### src/rtl/pwm_dbuf_pkg.sv
package pwm_dbuf_pkg;

  // Default geometry of the time base
  localparam int PWM_PER_W_DEF  = 8;
  localparam int PWM_FINE_W_DEF = 2;

  // What the time base does on the coming clock edge
  typedef enum logic [1:0] {
    TB_IDLE  = 2'd0,  // disabled: held at zero
    TB_START = 2'd1,  // first enabled edge: begin a period
    TB_WRAP  = 2'd2,  // end of period: begin the next one
    TB_COUNT = 2'd3   // ordinary step
  } tb_evt_e;

endpackage

### src/rtl/pwm_cfg_regs.sv
module pwm_cfg_regs
  import pwm_dbuf_pkg::*;
#(
  parameter int PER_W  = PWM_PER_W_DEF,
  parameter int FINE_W = PWM_FINE_W_DEF,
  localparam int DUTY_W = PER_W + FINE_W
) (
  input  logic              clk,
  input  logic              rst,
  input  logic              per_we,
  input  logic [PER_W-1:0]  per_wdata,
  input  logic              hi_we,
  input  logic [PER_W-1:0]  hi_wdata,
  input  logic              lo_we,
  input  logic [FINE_W-1:0] lo_wdata,
  output logic [PER_W-1:0]  per_q,
  output logic [DUTY_W-1:0] duty_buf
);

  logic [PER_W-1:0]  hi_q;
  logic [FINE_W-1:0] lo_q;

  // Period setting: live immediately, resets to the longest period
  always_ff @(posedge clk) begin
    if (rst)         per_q <= '1;
    else if (per_we) per_q <= per_wdata;
  end

  // Duty buffer fields, each with its own strobe
  always_ff @(posedge clk) begin
    if (rst)        hi_q <= '0;
    else if (hi_we) hi_q <= hi_wdata;
  end

  always_ff @(posedge clk) begin
    if (rst)        lo_q <= '0;
    else if (lo_we) lo_q <= lo_wdata;
  end

  assign duty_buf = {hi_q, lo_q};

  // a strobe on one field leaves the other field unchanged
  lo_keep_chk: assert property (@(posedge clk) disable iff (rst)
    (hi_we && !lo_we) |=> (duty_buf[FINE_W-1:0] == $past(duty_buf[FINE_W-1:0])));

endmodule

### src/rtl/pwm_timebase.sv
module pwm_timebase
  import pwm_dbuf_pkg::*;
#(
  parameter int PER_W  = PWM_PER_W_DEF,
  parameter int FINE_W = PWM_FINE_W_DEF,
  localparam int DUTY_W = PER_W + FINE_W
) (
  input  logic              clk,
  input  logic              rst,
  input  logic              en,
  input  logic [PER_W-1:0]  per_q,
  output logic [DUTY_W-1:0] tb_q,
  output logic              run_q,
  output tb_evt_e           evt
);

  logic [PER_W-1:0]  coarse;
  logic [FINE_W-1:0] fine;
  logic              at_end;

  assign coarse = tb_q[DUTY_W-1:FINE_W];
  assign fine   = tb_q[FINE_W-1:0];

  // The period ends on the top fine step once the coarse count has
  // reached the setting, or passed it after the setting was lowered
  assign at_end = (fine == {FINE_W{1'b1}}) && (coarse >= per_q);

  always_comb begin
    if (!en)         evt = TB_IDLE;
    else if (!run_q) evt = TB_START;
    else if (at_end) evt = TB_WRAP;
    else             evt = TB_COUNT;
  end

  always_ff @(posedge clk) begin
    if (rst) begin
      tb_q  <= '0;
      run_q <= 1'b0;
    end else begin
      case (evt)
        TB_IDLE:  begin tb_q <= '0; run_q <= 1'b0; end
        TB_START: begin tb_q <= '0; run_q <= 1'b1; end
        TB_WRAP:  tb_q <= '0;
        default:  tb_q <= tb_q + 1'b1;
      endcase
    end
  end

  // disable holds the time base at zero and stops the run
  idle_hold_chk: assert property (@(posedge clk) disable iff (rst)
    !en |=> (tb_q == '0 && !run_q));

  // an ordinary step advances the time base by exactly one
  count_step_chk: assert property (@(posedge clk) disable iff (rst)
    (evt == TB_COUNT) |=> (tb_q == DUTY_W'($past(tb_q) + 1'b1)));

  // top fine step at or beyond the period setting restarts the count
  wrap_end_chk: assert property (@(posedge clk) disable iff (rst)
    (en && run_q && fine == {FINE_W{1'b1}} && coarse >= per_q) |=> (tb_q == '0));

endmodule

### src/rtl/pwm_duty_latch.sv
module pwm_duty_latch
  import pwm_dbuf_pkg::*;
#(
  parameter int DUTY_W = PWM_PER_W_DEF + PWM_FINE_W_DEF
) (
  input  logic              clk,
  input  logic              rst,
  input  tb_evt_e           evt,
  input  logic [DUTY_W-1:0] duty_buf,
  output logic [DUTY_W-1:0] act_q
);

  logic load;

  assign load = (evt == TB_START) || (evt == TB_WRAP);

  // Active duty: only copied from the buffer when a period begins
  always_ff @(posedge clk) begin
    if (rst)       act_q <= '0;
    else if (load) act_q <= duty_buf;
  end

  // no change to the active duty inside a period
  act_hold_chk: assert property (@(posedge clk) disable iff (rst)
    (evt == TB_COUNT) |=> $stable(act_q));

  // a period start takes the buffer value seen before the edge
  act_load_chk: assert property (@(posedge clk) disable iff (rst)
    (evt == TB_WRAP) |=> (act_q == $past(duty_buf)));

endmodule

### src/rtl/pwm_outstage.sv
module pwm_outstage
  import pwm_dbuf_pkg::*;
#(
  parameter int DUTY_W = PWM_PER_W_DEF + PWM_FINE_W_DEF
) (
  input  logic              clk,
  input  logic              rst,
  input  tb_evt_e           evt,
  input  logic [DUTY_W-1:0] tb_q,
  input  logic [DUTY_W-1:0] duty_buf,
  input  logic [DUTY_W-1:0] act_q,
  output logic              pwm_o,
  output logic              oe_o
);

  logic [DUTY_W-1:0] tb_nxt;
  logic              hit;

  assign tb_nxt = tb_q + 1'b1;
  assign hit    = (tb_nxt == act_q);

  // Set at a period start unless the new duty is zero, clear on match
  always_ff @(posedge clk) begin
    if (rst) begin
      pwm_o <= 1'b0;
      oe_o  <= 1'b0;
    end else begin
      case (evt)
        TB_IDLE: begin
          pwm_o <= 1'b0;
          oe_o  <= 1'b0;
        end
        TB_START, TB_WRAP: begin
          pwm_o <= |duty_buf;
          oe_o  <= 1'b1;
        end
        default: begin
          if (hit) pwm_o <= 1'b0;
        end
      endcase
    end
  end

  // a zero duty never sets the pin at the period start
  zero_duty_chk: assert property (@(posedge clk) disable iff (rst)
    ((evt == TB_START || evt == TB_WRAP) && duty_buf == '0) |=> !pwm_o);

  // disable forces pin and enable low
  off_state_chk: assert property (@(posedge clk) disable iff (rst)
    (evt == TB_IDLE) |=> (!pwm_o && !oe_o));

  // while running the pin is high exactly when time base < active duty
  high_window_chk: assert property (@(posedge clk) disable iff (rst)
    oe_o |-> (pwm_o == (tb_q < act_q)));

endmodule

### src/rtl/pwm_dbuf_gen.sv
module pwm_dbuf_gen
  import pwm_dbuf_pkg::*;
#(
  parameter int PER_W  = PWM_PER_W_DEF,
  parameter int FINE_W = PWM_FINE_W_DEF,
  localparam int DUTY_W = PER_W + FINE_W
) (
  input  logic              clk,
  input  logic              rst,
  input  logic              en,
  input  logic              per_we,
  input  logic [PER_W-1:0]  per_wdata,
  input  logic              duty_hi_we,
  input  logic [PER_W-1:0]  duty_hi_wdata,
  input  logic              duty_lo_we,
  input  logic [FINE_W-1:0] duty_lo_wdata,
  output logic              pwm_o,
  output logic              pwm_oe
);

  logic [PER_W-1:0]  per_q;
  logic [DUTY_W-1:0] duty_buf;
  logic [DUTY_W-1:0] tb_q;
  logic [DUTY_W-1:0] act_q;
  logic              run_q;
  tb_evt_e           evt;

  pwm_cfg_regs #(.PER_W(PER_W), .FINE_W(FINE_W)) cfg_i (
    .clk      (clk),
    .rst      (rst),
    .per_we   (per_we),
    .per_wdata(per_wdata),
    .hi_we    (duty_hi_we),
    .hi_wdata (duty_hi_wdata),
    .lo_we    (duty_lo_we),
    .lo_wdata (duty_lo_wdata),
    .per_q    (per_q),
    .duty_buf (duty_buf)
  );

  pwm_timebase #(.PER_W(PER_W), .FINE_W(FINE_W)) tb_i (
    .clk  (clk),
    .rst  (rst),
    .en   (en),
    .per_q(per_q),
    .tb_q (tb_q),
    .run_q(run_q),
    .evt  (evt)
  );

  pwm_duty_latch #(.DUTY_W(DUTY_W)) latch_i (
    .clk     (clk),
    .rst     (rst),
    .evt     (evt),
    .duty_buf(duty_buf),
    .act_q   (act_q)
  );

  pwm_outstage #(.DUTY_W(DUTY_W)) out_i (
    .clk     (clk),
    .rst     (rst),
    .evt     (evt),
    .tb_q    (tb_q),
    .duty_buf(duty_buf),
    .act_q   (act_q),
    .pwm_o   (pwm_o),
    .oe_o    (pwm_oe)
  );

  // output enable follows the run state of the time base
  oe_run_chk: assert property (@(posedge clk) disable iff (rst)
    pwm_oe == run_q);

endmodule

### config.mk
export PLATFORM = sky130hd
export DESIGN_NAME = pwm_dbuf_gen
export DESIGN_NICKNAME = d
export VERILOG_FILES = /design/src/rtl/pwm_dbuf_pkg.sv /design/src/rtl/pwm_cfg_regs.sv /design/src/rtl/pwm_timebase.sv /design/src/rtl/pwm_duty_latch.sv /design/src/rtl/pwm_outstage.sv /design/src/rtl/pwm_dbuf_gen.sv
export SDC_FILE = /design/constraint.sdc
export NUM_CORES = 1
export LEC_CHECK = 0
export ABC_AREA = 1
export BUFFER_PORTS_ARGS = -buffer_cell sky130_fd_sc_hd__buf_4
export CAP_MARGIN = 40
export CORE_UTILIZATION = 51
export DETAILED_ROUTE_END_ITERATION = 8
export PLACE_DENSITY_LB_ADDON = 0.08
export SETUP_SLACK_MARGIN = 0.02
export SLEW_MARGIN = 20
export SYNTH_ARGS = -nofsm -noshare
export SYNTH_HDL_FRONTEND = slang
export SYNTH_SLANG_ARGS = --single-unit
### constraint.sdc
create_clock -name clk -period 1.6 [get_ports clk]
set_input_delay 0.08 -clock clk [delete_from_list [all_inputs] [get_ports clk]]
set_output_delay 0.08 -clock clk [all_outputs]
set_load 0.05 [all_outputs]
After elaboration in Yosys (flattened, before gate mapping)
Cells that the tools add are included.
Word-level totals
  word-level logic and storage cells: 30
  register bits after elaboration: 41
Cells by class
  add/sub/neg operators: 1
  reduce and logical (&&, ||, !) cells: 9
  order comparisons: 1
  multiplexer cells: 7
  equal/unequal tests: 4
Operators with widths (count)
  $add 10x1->10 const B: 1
  $eq 10x10->1: 1
  $reduce_or 10->1: 1
  $ge 8x8->1: 1
  $pmux 1 s2: 3
  $eq 2x2->1 const B: 2
  $mux 2: 2
  $reduce_bool 2->1: 2
  $reduce_or 4->1: 1
  $reduce_bool 3->1: 1
  $eq 2x1->1 const B: 1
  $logic_not 2->1: 1
  $mux 1: 2
  $reduce_or 2->1: 1
  $logic_and 1x1->1: 1
  $logic_or 1x1->1: 1

Logic depth before layout (Yosys ltp)
Gate-level depths: netlist of the first run.
  depth in word-level cells: 8
  depth in mapped cells: 14
  gate-level depth less buffers: 14

By module
Synthesis of the first run repeated with hierarchy kept, for this count alone.
Second synthesis, totals
  cells, all modules: 373
  area total of the unflattened synthesis: 2399.8 µm²
Modules (own cells, without submodules)
  pwm_cfg_regs: cells each 98, times used 1, area each 703.2 µm²
  pwm_timebase: cells each 92, times used 1, area each 696.9 µm²
  pwm_outstage: cells each 115, times used 1, area each 556.8 µm²
  pwm_duty_latch: cells each 68, times used 1, area each 442.9 µm²

Least setup slack after synthesis of the first run
Ideal clock, no wire load.
  path type: reg-to-reg
  start: register tb_i.tb_q[2]
  end: register latch_i.act_q[1]
  library setup time: 0.116 ns
  path slack: 0.034 ns
  cell stages (with the launch flop): 13
  data required time: 1.484 ns
  data arrival time: 1.451 ns
  path through: dfxtp_1 inv_1 ha_1 inv_1 a21oi_1 o21ai_0 nand2_1 nand3_1 nand2_1 nand2_1 nand2_1 o21ai_0 nor2_1
Between the ends
  word-level cells in the longest chain between the ends: 7
RTL lines
  from (decl): line pwm_timebase.sv:12  | output logic [DUTY_W-1:0] tb_q,
  from (signal assigned): line pwm_timebase.sv:44  | default: tb_q <= tb_q + 1'b1;
  $ge 8x8->1 *: line pwm_timebase.sv:26  | assign at_end = (fine == {FINE_W{1'b1}}) && (coarse >= per_q);
  $logic_and 1x1->1 *: line pwm_timebase.sv:26
  $mux 1 *: line pwm_timebase.sv:31  | else if (at_end) evt = TB_WRAP;
  $mux 2 *: line pwm_timebase.sv:30  | else if (!run_q) evt = TB_START;
  $mux 2 *: line pwm_timebase.sv:29  | if (!en) evt = TB_IDLE;
  $eq 2x1->1 / $eq 2x2->1 (equally long branches): line pwm_duty_latch.sv:15  | assign load = (evt == TB_START) || (evt == TB_WRAP);
  $logic_or 1x1->1 *: line pwm_duty_latch.sv:15
  to (signal assigned): line pwm_duty_latch.sv:20  | else if (load) act_q <= duty_buf;
  to (decl): line pwm_duty_latch.sv:10  | output logic [DUTY_W-1:0] act_q
Every way passes the cells marked *; elsewhere a longest branch is shown, timed or not.
A chain may end at the register's enable or synchronous reset.

Worst setup path after layout of the first run
  start: register cfg_i.per_q[7]
  end: register latch_i.act_q[6]
Between the ends
  word-level cells in the longest chain between the ends: 7
RTL lines
  from (decl): line pwm_cfg_regs.sv:16  | output logic [PER_W-1:0] per_q,
  from (signal assigned): line pwm_cfg_regs.sv:26  | else if (per_we) per_q <= per_wdata;
  $ge 8x8->1 *: line pwm_timebase.sv:26
  $logic_and 1x1->1 *: line pwm_timebase.sv:26
  $mux 1 *: line pwm_timebase.sv:31
  $mux 2 *: line pwm_timebase.sv:30
  $mux 2 *: line pwm_timebase.sv:29
  $eq 2x1->1 / $eq 2x2->1 (equally long branches): line pwm_duty_latch.sv:15
  $logic_or 1x1->1 *: line pwm_duty_latch.sv:15
Marks and branches as above.

==> results_dict.tcl, run 1 <==
set metrics [dict create \
    run_status "finished, violations left" \
    violations "negative setup slack" \
    finClkSkew_ns 0.00911 \
    slew_headroom_pct 68.0 \
    crit_fanout 5 \
    min_to "cfg_i.per_q[7]" \
    p_leak_nw 1.29 \
    layout_min_cycle_time_ns 1.65 \
    finalHoldViolations 0 \
    max_stage_delay_ns 0.33 \
    pwr-share-seq_pct 52.9 \
    setup_ws_ns -0.0539 \
    yosysWarningCount 0 \
    dp.final_hpwl_mm 3.10 \
    clock_latency_ns 0.30 \
    root_buffer "clkbuf_8" \
    r2r-start "cfg_i.per_q[7]" \
    post-place-ws_ns -0.173 \
    setup_viol 11 \
    antenna_left 0 \
    die_h_um 64.1 \
    synth_nets 318 \
    rows 22 \
    drive_gt1_share_pct 31.9 \
    min_path_cells 3 \
    slew_viol_final 0 \
    crit_buf_inv 2 \
    clockPowerShare_pct 33.0 \
    grt_pass1_vias 1870 \
    yosysUniqueCellTypes 21 \
    synth_seq_cells 41 \
    comb_power_share_pct 14.1 \
    initial_core_util_pct 53.3 \
    grt_pass1_wl_mm 7.78 \
    drc 0 \
    num_io_pins 26 \
    gp_congestion 0.866 \
    r2r_cells 11 \
    cts_sinks 41 \
    drtPass1Iterations 4 \
    antennaDiodeCount 0 \
    htreeDepth 2 \
    drt_iter0_markers 71 \
    synth.avg_cell_area_um2 6.89 \
    core_um2 3690 \
    timing.final.crit_share_pct 103 \
    routed_wl_mm 4.54 \
    die_w_um 64.1 \
    worstMarginPinSlew_ns 0.479 \
    endpoint_kind "flop" \
    cp.required_ns 1.83 \
    max-cap-violations 0 \
    switching_share_pct 25.8 \
    hold_path_class "input port to flop" \
    critical_path.slowest_cell "dfxtp_2" \
    cts_buffers 5 \
    crit_type "flop to flop" \
    track_usage_pct 24.8 \
    worstHoldStart "per_wdata[7]" \
    internal-power_mw 1.56 \
    synth-seq-area-share_pct 41.8 \
    fin_setup_tns_ns -0.259 \
    dieArea_um2 4100 \
    nNetsFinal 378 \
    cts.clk_slew.worst_paths_ns 0.08 \
    overflow 0 \
    vdd_drop_max_mv 0.643 \
    area_growth_pct 41.6 \
    io_buffers 25 \
    cts_buffer_depth 2 \
    r2r_slack_ns -0.05 \
    wl_per_cell_um 11.6 \
    startpoint_type "flop" \
    powerDensity_nw_per_um2 757 \
    grt_max_degree 21 \
    r2r_end "latch_i.act_q[6]" \
    antenna_found_initial 0 \
    path_delay_family "simple AND/OR/NAND/NOR gates" \
    worstPathCellList "inv_2 -> ha_4 -> nand2_4 -> nor2_4 -> nand4_1 -> nand3_2 -> nand2_4 -> a21oi_4 -> buf_6 -> nor2_1 -> nor2_1" \
    rsz0062_at_grt "true" \
    vias 1971 \
    syn_area_um2 1960 \
    cp.arrival_ns 1.89 \
    fmax_ghz 0.605 \
    synthCells 285 \
    via_per_inst 5.02 \
    cts_tree "done" \
    p_sw_uw 543 \
]
==> through the flow <==
step / hold slack [ns] / util (%) / total power [mW] / instance area (um^2) / std cells
global route: 0.0107 / 75.4 / 2.22 / 2780 / 393
CTS: 0.000194 / 72.1 / 2.09 / 2660 / 392
global placement: 0.290 / 63.0 / 1.35 / 2320 / 372
finish: 0.00454 / 75.4 / 2.11 / 2780 / 393
floorplan: 0.172 / - / 1.27 / 1960 / 285
detailed placement: 0.303 / 63.0 / 1.36 / 2320 / 372
==> worst register-to-register path: stages, from the launching register on <==
cell	delay, ns
dfxtp_2	0.33
inv_2	0.05
ha_4	0.27
nand2_4	0.05
nor2_4	0.11
nand4_1	0.12
nand3_2	0.12
nand2_4	0.07
a21oi_4	0.18
buf_6	0.15
nor2_1	0.04
nor2_1	0.09
==> layout by cell type, fill, tap and decap left out, types with 6 or more instances in the layout <==
cell / synthesis / final
ha_4: 0 / 6
inv_2: 0 / 8
o21ai_0: 30 / 21
nand3_1: 18 / 15
a21oi_1: 14 / 10
nand2_1: 52 / 45
buf_4: 1 / 42
inv_1: 39 / 31
nor2_1: 59 / 54
dfxtp_2: 0 / 11
dfxtp_1: 41 / 29
clkbuf_8: 1 / 6
dlygate4sd3_1: 0 / 11
==> state kept, by name, summed over array words and instances, names as in the netlist <==
register / flops
tb_i.tb_q: 10
tb_i.run_q: 1
out_i.oe_o: 1
out_i.pwm_o: 1
cfg_i.lo_q: 2
cfg_i.hi_q: 8
latch_i.act_q: 10
cfg_i.per_q: 8
==> final cells by class <==
class,count,area [um^2]
well taps,48,60.1
clock buffers,6,82.6
multi-input cells,200,1160
clock inverters,1,7.51
flip-flops and latches,41,838
inverters,39,146
fillers,289,907
repair buffers,58,482
==> cell usage after synthesis <==
cell,n,area (um^2)
nor2_4,1,11.3
o21ai_0,30,150
ha_1,9,113
o21a_1,1,7.51
nor4_1,2,12.5
and2_1,1,6.26
clkbuf_1,3,11.3
inv_1,39,146
nand2_1,52,195
nor2_1,59,221
nand3b_1,2,15.0
nand2_2,3,18.8
clkbuf_8,1,13.8
nor2_2,1,6.26
nor3_1,1,5.00
nand4_1,4,25.0
a21oi_1,14,70.1
a21oi_2,2,17.5
nand3_1,18,90.1
buf_4,1,7.51
dfxtp_1,41,821
==> worst max path at each step <==
| stage | startpoint | end | cells past startpoint |
|---|---|---|---|
| after floorplan | tb_i.tb_q[2] | latch_i.act_q[1] | 12 |
| after global placement | cfg_i.per_q[7] | latch_i.act_q[2] | 11 |
| after detailed placement | cfg_i.per_q[7] | latch_i.act_q[3] | 11 |
| after CTS | cfg_i.per_q[4] | latch_i.act_q[6] | 11 |
| after global routing | cfg_i.per_q[2] | latch_i.act_q[1] | 11 |
| final | cfg_i.per_q[7] | latch_i.act_q[6] | 11 |
==> timing repair <==
action,in CTS,in global routing
pin swaps,25,20
endpoints found under the hold margin,11,0
setup endpoints to repair,22,22
setup buffers,1,1
cloned,1,0
resized for setup,34,41
hold buffers,11,0
==> routing by layer <==
layer	part of all wire [%]	GRT usage, %	wire [um]
met5	0	0	0
met4	2.3	10.8	106
met3	2.7	6.07	123
met2	51	44.1	2320
met1	44	27.6	2000
==> logic make-up after synthesis <==
group / count (synthesis) / share of synthesized area, %
AOI/OAI and AO/OA: 47 / 12.5
adders and majority gates: 9 / 5.73
buffers and inverters: 44 / 9.11
DFF: 41 / 41.8
and+or+nand+nor: 144 / 30.9
==> power by group through the flow <==
| stage | clock network (mW) | logic, mW | registers, mW |
|---|---|---|---|
| floorplan | 0 | 0.136 | 1.13 |
| global placement | 0 | 0.223 | 1.13 |
| detailed placement | 0 | 0.227 | 1.13 |
| CTS | 0.709 | 0.269 | 1.11 |
| global route | 0.764 | 0.333 | 1.12 |
| finish | 0.694 | 0.297 | 1.11 |
Note: power is estimated with default switching activity, not from simulation.
==> run 2: changes to the inputs <==
--- a/config.mk
+++ b/config.mk
@@ -5,7 +5,6 @@
 export SDC_FILE = /design/constraint.sdc
 export NUM_CORES = 1
 export LEC_CHECK = 0
-export ABC_AREA = 1
 export BUFFER_PORTS_ARGS = -buffer_cell sky130_fd_sc_hd__buf_4
 export CAP_MARGIN = 40
 export CORE_UTILIZATION = 51
==> results_dict.tcl, run 2 <==
set metrics [dict create \
    nNetsFinal 307 \
    synth_async_sr_flop_share_pct 0 \
    dieArea_um2 4050 \
    syn_area_um2 1940 \
    gp_congestion 0.782 \
    powerDensity_nw_per_um2 763 \
    run_status "finished, violations left" \
    setup_ws_ns -0.167 \
    dp.final_hpwl_mm 3.19 \
    antennaDiodeCount 0 \
    cp.required_ns 1.79 \
    holdWs_ns 0.000167 \
    yosysUniqueCellTypes 42 \
    rows 22 \
    die_h_um 63.6 \
    crit_type "flop to flop" \
    timing.final.crit_share_pct 110 \
    synthCells 219 \
    synth_nets 252 \
    drt_iter0_markers 48 \
    initial_core_util_pct 52.9 \
    cts_buffers 5 \
    violations "negative setup slack" \
    synth_compound_area_share_pct 15.4 \
    place_area_um2 2390 \
    yosys.cell_count.top_type "dfxtp_1" \
    post-place-ws_ns -0.247 \
    reg.largest.list "latch_i.act_q (10), tb_i.tb_q (10)" \
    htreeDepth 2 \
    startpoint_type "flop" \
    multi_input_area_um2 1260 \
    synth.avg_cell_area_um2 8.85 \
    synthAdderAreaFrac_pct 6.33 \
    synth_seq_cells 41 \
    cts_sinks 41 \
    vias 1749 \
    overflow 0 \
    synth_area_leader_cell "dfxtp_1" \
    dp.cells 307 \
    area_growth_pct 41.8 \
    synth_top_family_by_area "simple AND/OR/NAND/NOR gates" \
    synth-seq-area-share_pct 42.3 \
    slew_viol_final 0 \
    layout_commonest_cell "buf_4" \
    fin_area_um2 2750 \
    synth_area_leaders "dfxtp_1 (42%), mux2i_1 (6.2%), ha_1 (5.8%)" \
    nFillCells 260 \
    antenna_found_initial 0 \
    synth_commonest_cells "dfxtp_1 (41), nor2_1 (23), nand2_1 (19)" \
    via_per_inst 5.41 \
    grt_pass1_vias 1723 \
    max-cap-violations 0 \
    cts.clk_slew.worst_paths_ns 0.09 \
    rsz0062_at_grt "true" \
    finClkSkew_ns 0.0118 \
    synth_edf_count 0 \
    wl_per_cell_um 14.6 \
    yosysWarningCount 0 \
    slew_headroom_pct 71.6 \
    num_io_pins 26 \
    io_buffers 25 \
    layout.cells.non_filler 323 \
    drtPass1Iterations 4 \
    fin_util_pct 75.1 \
    layout_min_cycle_time_ns 1.77 \
    cp.arrival_ns 1.95 \
    synthXorXnorAreaFrac_pct 6.78 \
    root_buffer "clkbuf_8" \
    cts_buffer_depth 2 \
    routed_wl_mm 4.71 \
    synthMuxAreaShare_pct 6.20 \
    core_um2 3660 \
    synth_top_area_share_pct 42.3 \
    worstMarginPinSlew_ns 0.425 \
    synth-simple-area-share_pct 18.5 \
    fin_setup_tns_ns -2.92 \
    antenna_left 0 \
    vdd_drop_max_mv 0.717 \
    synth_ff_type "dfxtp_1" \
    hold_path_class "input port to flop" \
    endpoint_kind "flop" \
    grt_pass1_wl_mm 7.33 \
    total_power_mw 2.10 \
    p_leak_nw 1.17 \
    drive_gt1_share_pct 41.5 \
    fmax_ghz 0.566 \
    regArea_um2 833 \
    crit_fanout 8 \
    die_w_um 63.6 \
    drc 0 \
    track_usage_pct 23.2 \
    final_cell_mix "buf_4 (51), dfxtp_1 (33), nor2_1 (18)" \
    grt_max_degree 23 \
    setup_viol 22 \
    cts_tree "done" \
    finalHoldViolations 0 \
    clock_latency_ns 0.31 \
]
[run 2: layout make-up]
class	count	share of cell area, %
clock inverter	3	0.865
multi-input combinational	157	45.9
sequential	41	30.3
timing repair buffer	58	16.6
tap	48	2.18
clock buffer	5	2.50
inverter	11	1.59
[run 2: per-layer routing]
layer | track usage, % | wire (um)
met1 | 25.2 | 1950
met2 | 43.5 | 2560
met3 | 5.43 | 153
met4 | 7.10 | 48
met5 | 0 | 0
[run 2: kinds of logic (layout without fill, tap and decap cells)]
| kind of cell | after synthesis | in the layout |
|---|---|---|
| compound gates | 46 | 46 |
| xor+xnor | 15 | 15 |
| flops | 41 | 41 |
| fa+ha+maj | 10 | 10 |
| mux | 12 | 12 |
| buf+inv | 22 | 77 |
| simple gates | 73 | 74 |
[run 2: what timing repair did]
item                                   4_1_cts  5_1_grt
setup endpoints to repair                   22       22
hold buffers                                 4        0
resized for setup                           26       25
cloned                                       0        1
buffers inserted                             1        2
pin swaps                                   11       19
endpoints found under the hold margin        4        0
[run 2: worst max-delay path, stage by stage, from the launching register on]
cell	delay [ns]
dfxtp_4	0.38
inv_4	0.04
ha_4	0.20
nand2b_4	0.14
a211oi_2	0.18
o21bai_1	0.14
a21oi_2	0.21
buf_6	0.16
buf_4	0.12
o221ai_2	0.07
[run 2: where the power goes]
part           leakage, nW  switching, mW  internal (mW)
registers            0.339         0.0245           1.06
clock network       0.0495          0.411          0.319
logic                0.786          0.140          0.140
[run 2: final timing paths]
kind                                       start               end  slack (ns)  cells past startpoint
worst max-delay path                tb_i.tb_q[2]       out_i.pwm_o       -0.17                      9
worst min-delay path                per_wdata[1]    cfg_i.per_q[1]      0.0002                      3
worst max register to register      tb_i.tb_q[2]       out_i.pwm_o       -0.17                      9
worst min register to register  latch_i.act_q[2]  latch_i.act_q[2]        0.48                      2
==> run 3: changes to the inputs <==
--- a/config.mk
+++ b/config.mk
@@ -9,6 +9,7 @@
 export CAP_MARGIN = 40
 export CORE_UTILIZATION = 51
 export DETAILED_ROUTE_END_ITERATION = 8
+export GPL_TIMING_DRIVEN = 0
 export PLACE_DENSITY_LB_ADDON = 0.08
 export SETUP_SLACK_MARGIN = 0.02
 export SLEW_MARGIN = 20
==> results_dict.tcl, run 3 (same netlist as run 2, synthesis figures left out) <==
set metrics [dict create \
    total_power_mw 2.23 \
    finalHoldViolations 0 \
    r2r-start "tb_i.tb_q[1]" \
    min_to "cfg_i.hi_q[0]" \
    vdd_drop_max_mv 0.627 \
    cts.clk_slew.worst_paths_ns 0.08 \
    final_cell_mix "dfxtp_1 (33), buf_4 (28), nor2_1 (18), nand2_1 (18), mux2i_1 (12)" \
    layout_min_cycle_time_ns 1.79 \
    worstMarginPinSlew_ns 0.769 \
    antenna_left 0 \
    initial_core_util_pct 52.9 \
    worstHoldStart "duty_hi_wdata[0]" \
    area_growth_pct 43.3 \
    run_status "finished, violations left" \
    hold_path_class "input port to flop" \
    rows 22 \
    comb_power_share_pct 12.7 \
    nFillCells 256 \
    core_um2 3660 \
    num_io_pins 26 \
    drtPass1Iterations 4 \
    holdWs_ns 0.0189 \
    max-cap-violations 0 \
    vias 1679 \
    dp.final_hpwl_mm 2.84 \
    via_per_inst 5.33 \
    crit_type "flop to flop" \
    internal-power_mw 1.71 \
    startpoint_type "flop" \
    r2r_cells 7 \
    grt_pass1_wl_mm 7.07 \
    nNetsFinal 299 \
    powerDensity_nw_per_um2 803 \
    die_h_um 63.6 \
    track_usage_pct 22.9 \
    routed_wl_mm 4.28 \
    die_w_um 63.6 \
    cts_tree "done" \
    timing.final.crit_share_pct 112 \
    antenna_found_initial 0 \
    r2r_end "out_i.pwm_o" \
    cp.arrival_ns 1.94 \
    violations "negative setup slack" \
    endpoint_kind "flop" \
    drt_iter0_markers 65 \
    clock_latency_ns 0.30 \
    setup_ws_ns -0.189 \
    cts_buffer_depth 2 \
    dieArea_um2 4050 \
    root_buffer "clkbuf_8" \
    r2r_slack_ns -0.19 \
    finClkSkew_ns 0.00813 \
    p_leak_nw 1.09 \
    critical_path.slowest_cell "dfxtp_4" \
    grt_max_degree 13 \
    gp_congestion 0.748 \
    slew_viol_final 0 \
    slew_headroom_pct 48.7 \
    antennaDiodeCount 0 \
    clockPowerShare_pct 38.6 \
    max_stage_delay_ns 0.36 \
    drive_gt1_share_pct 39.3 \
    p_sw_uw 525 \
    crit_fanout 4 \
    pwr-share-seq_pct 48.7 \
    wl_per_cell_um 13.6 \
    cts_sinks 41 \
    cts_buffers 5 \
    htreeDepth 2 \
    switching_share_pct 23.5 \
    min_path_cells 3 \
    drc 0 \
    reg.largest.list "latch_i.act_q (10), tb_i.tb_q (10)" \
    multi_input_area_um2 1310 \
    io_buffers 23 \
    regArea_um2 841 \
    grt_pass1_vias 1637 \
    setup_viol 22 \
    worstPathCellList "ha_4 -> xnor2_4 -> xor2_1 -> nand3_1 -> a211o_1 -> nor4_2 -> o221ai_1" \
    overflow 0 \
    fmax_ghz 0.559 \
    rsz0062_at_grt "true" \
    layout_commonest_cell "dfxtp_1" \
    cp.required_ns 1.75 \
]
run 3: cell count changes in the layout (fill, tap and decap cells not counted), moves of 4 or more:
cell,change
buf_4,-23
a21oi_2,+7
dlygate4sd3_1,+4
a21oi_1,-8
o21ai_2,+4
o21ai_1,-4
clkbuf_1,+7
run 3: cell type report:
type / count / area share, %
inverters: 11 / 1.49
repair buffers: 40 / 12.5
well taps: 48 / 2.16
plain buffers: 11 / 2.25
multi-input cells: 156 / 47.1
clock buffers: 7 / 3.11
flip-flops and latches: 41 / 30.3
clock inverters: 1 / 1.08
run 3: worst max path at each step:
| stage | end | slack [ns] | start |
|---|---|---|---|
| 6_report | out_i.pwm_o | -0.19 | tb_i.tb_q[1] |
| 3_3_place_gp | out_i.pwm_o | -0.31 | tb_i.tb_q[0] |
| 3_5_place_dp | out_i.pwm_o | -0.31 | tb_i.tb_q[2] |
| 2_1_floorplan | out_i.pwm_o | -0.10 | cfg_i.per_q[5] |
| 5_1_grt | out_i.pwm_o | -0.29 | tb_i.tb_q[1] |
| 4_1_cts | out_i.pwm_o | -0.23 | tb_i.tb_q[0] |
run 3: power groups by stage:
stage	Sequential (mW)	Clock (mW)	Combinational [mW]
2_1_floorplan	1.11	0	0.130
3_3_place_gp	1.11	0	0.210
3_5_place_dp	1.11	0	0.214
4_1_cts	1.09	0.873	0.263
5_1_grt	1.09	0.903	0.312
6_report	1.09	0.861	0.283
run 3: timing repair:
item,in CTS,in global routing
hold buffers,8,0
hold endpoints to repair,8,0
pin swaps,21,17
setup buffers,4,3
cloned,2,0
gates resized for setup,36,32
setup endpoints to repair,22,22
run 3: layer usage:
metal  track usage [%]  vias to the layer above  part of all wire [%]
li1                  -                      857                     -
met1              23.7                      782                    41
met2              43.2                       31                    54
met3              3.44                        9                   2.8
met4              13.1                        0                   2.8
met5                 0                        -                     0
run 3: stage by stage:
stage          cells  instance area (um^2)  utilization (%)  setup slack [ns]  TNS [ns]
2_1_floorplan    219                  2010                -            -0.104     -1.38
3_5_place_dp     290                  2240             61.2            -0.308     -5.42
4_1_cts          312                  2630             71.9            -0.232     -3.48
5_1_grt          315                  2780             75.9            -0.295     -4.97
6_report         315                  2780             75.9            -0.189     -3.23
3_3_place_gp     290                  2240             61.2            -0.309     -5.21
run 3: critical path, delay by kind of cell (launching register included):
family	cells	cell delay [ns]
flip-flops	1	0.36
XOR/XNOR	2	0.30
AND/OR/NAND/NOR	2	0.38
AO/OA/AOI/OAI	2	0.40
adder cells (fa/ha/maj)	1	0.19
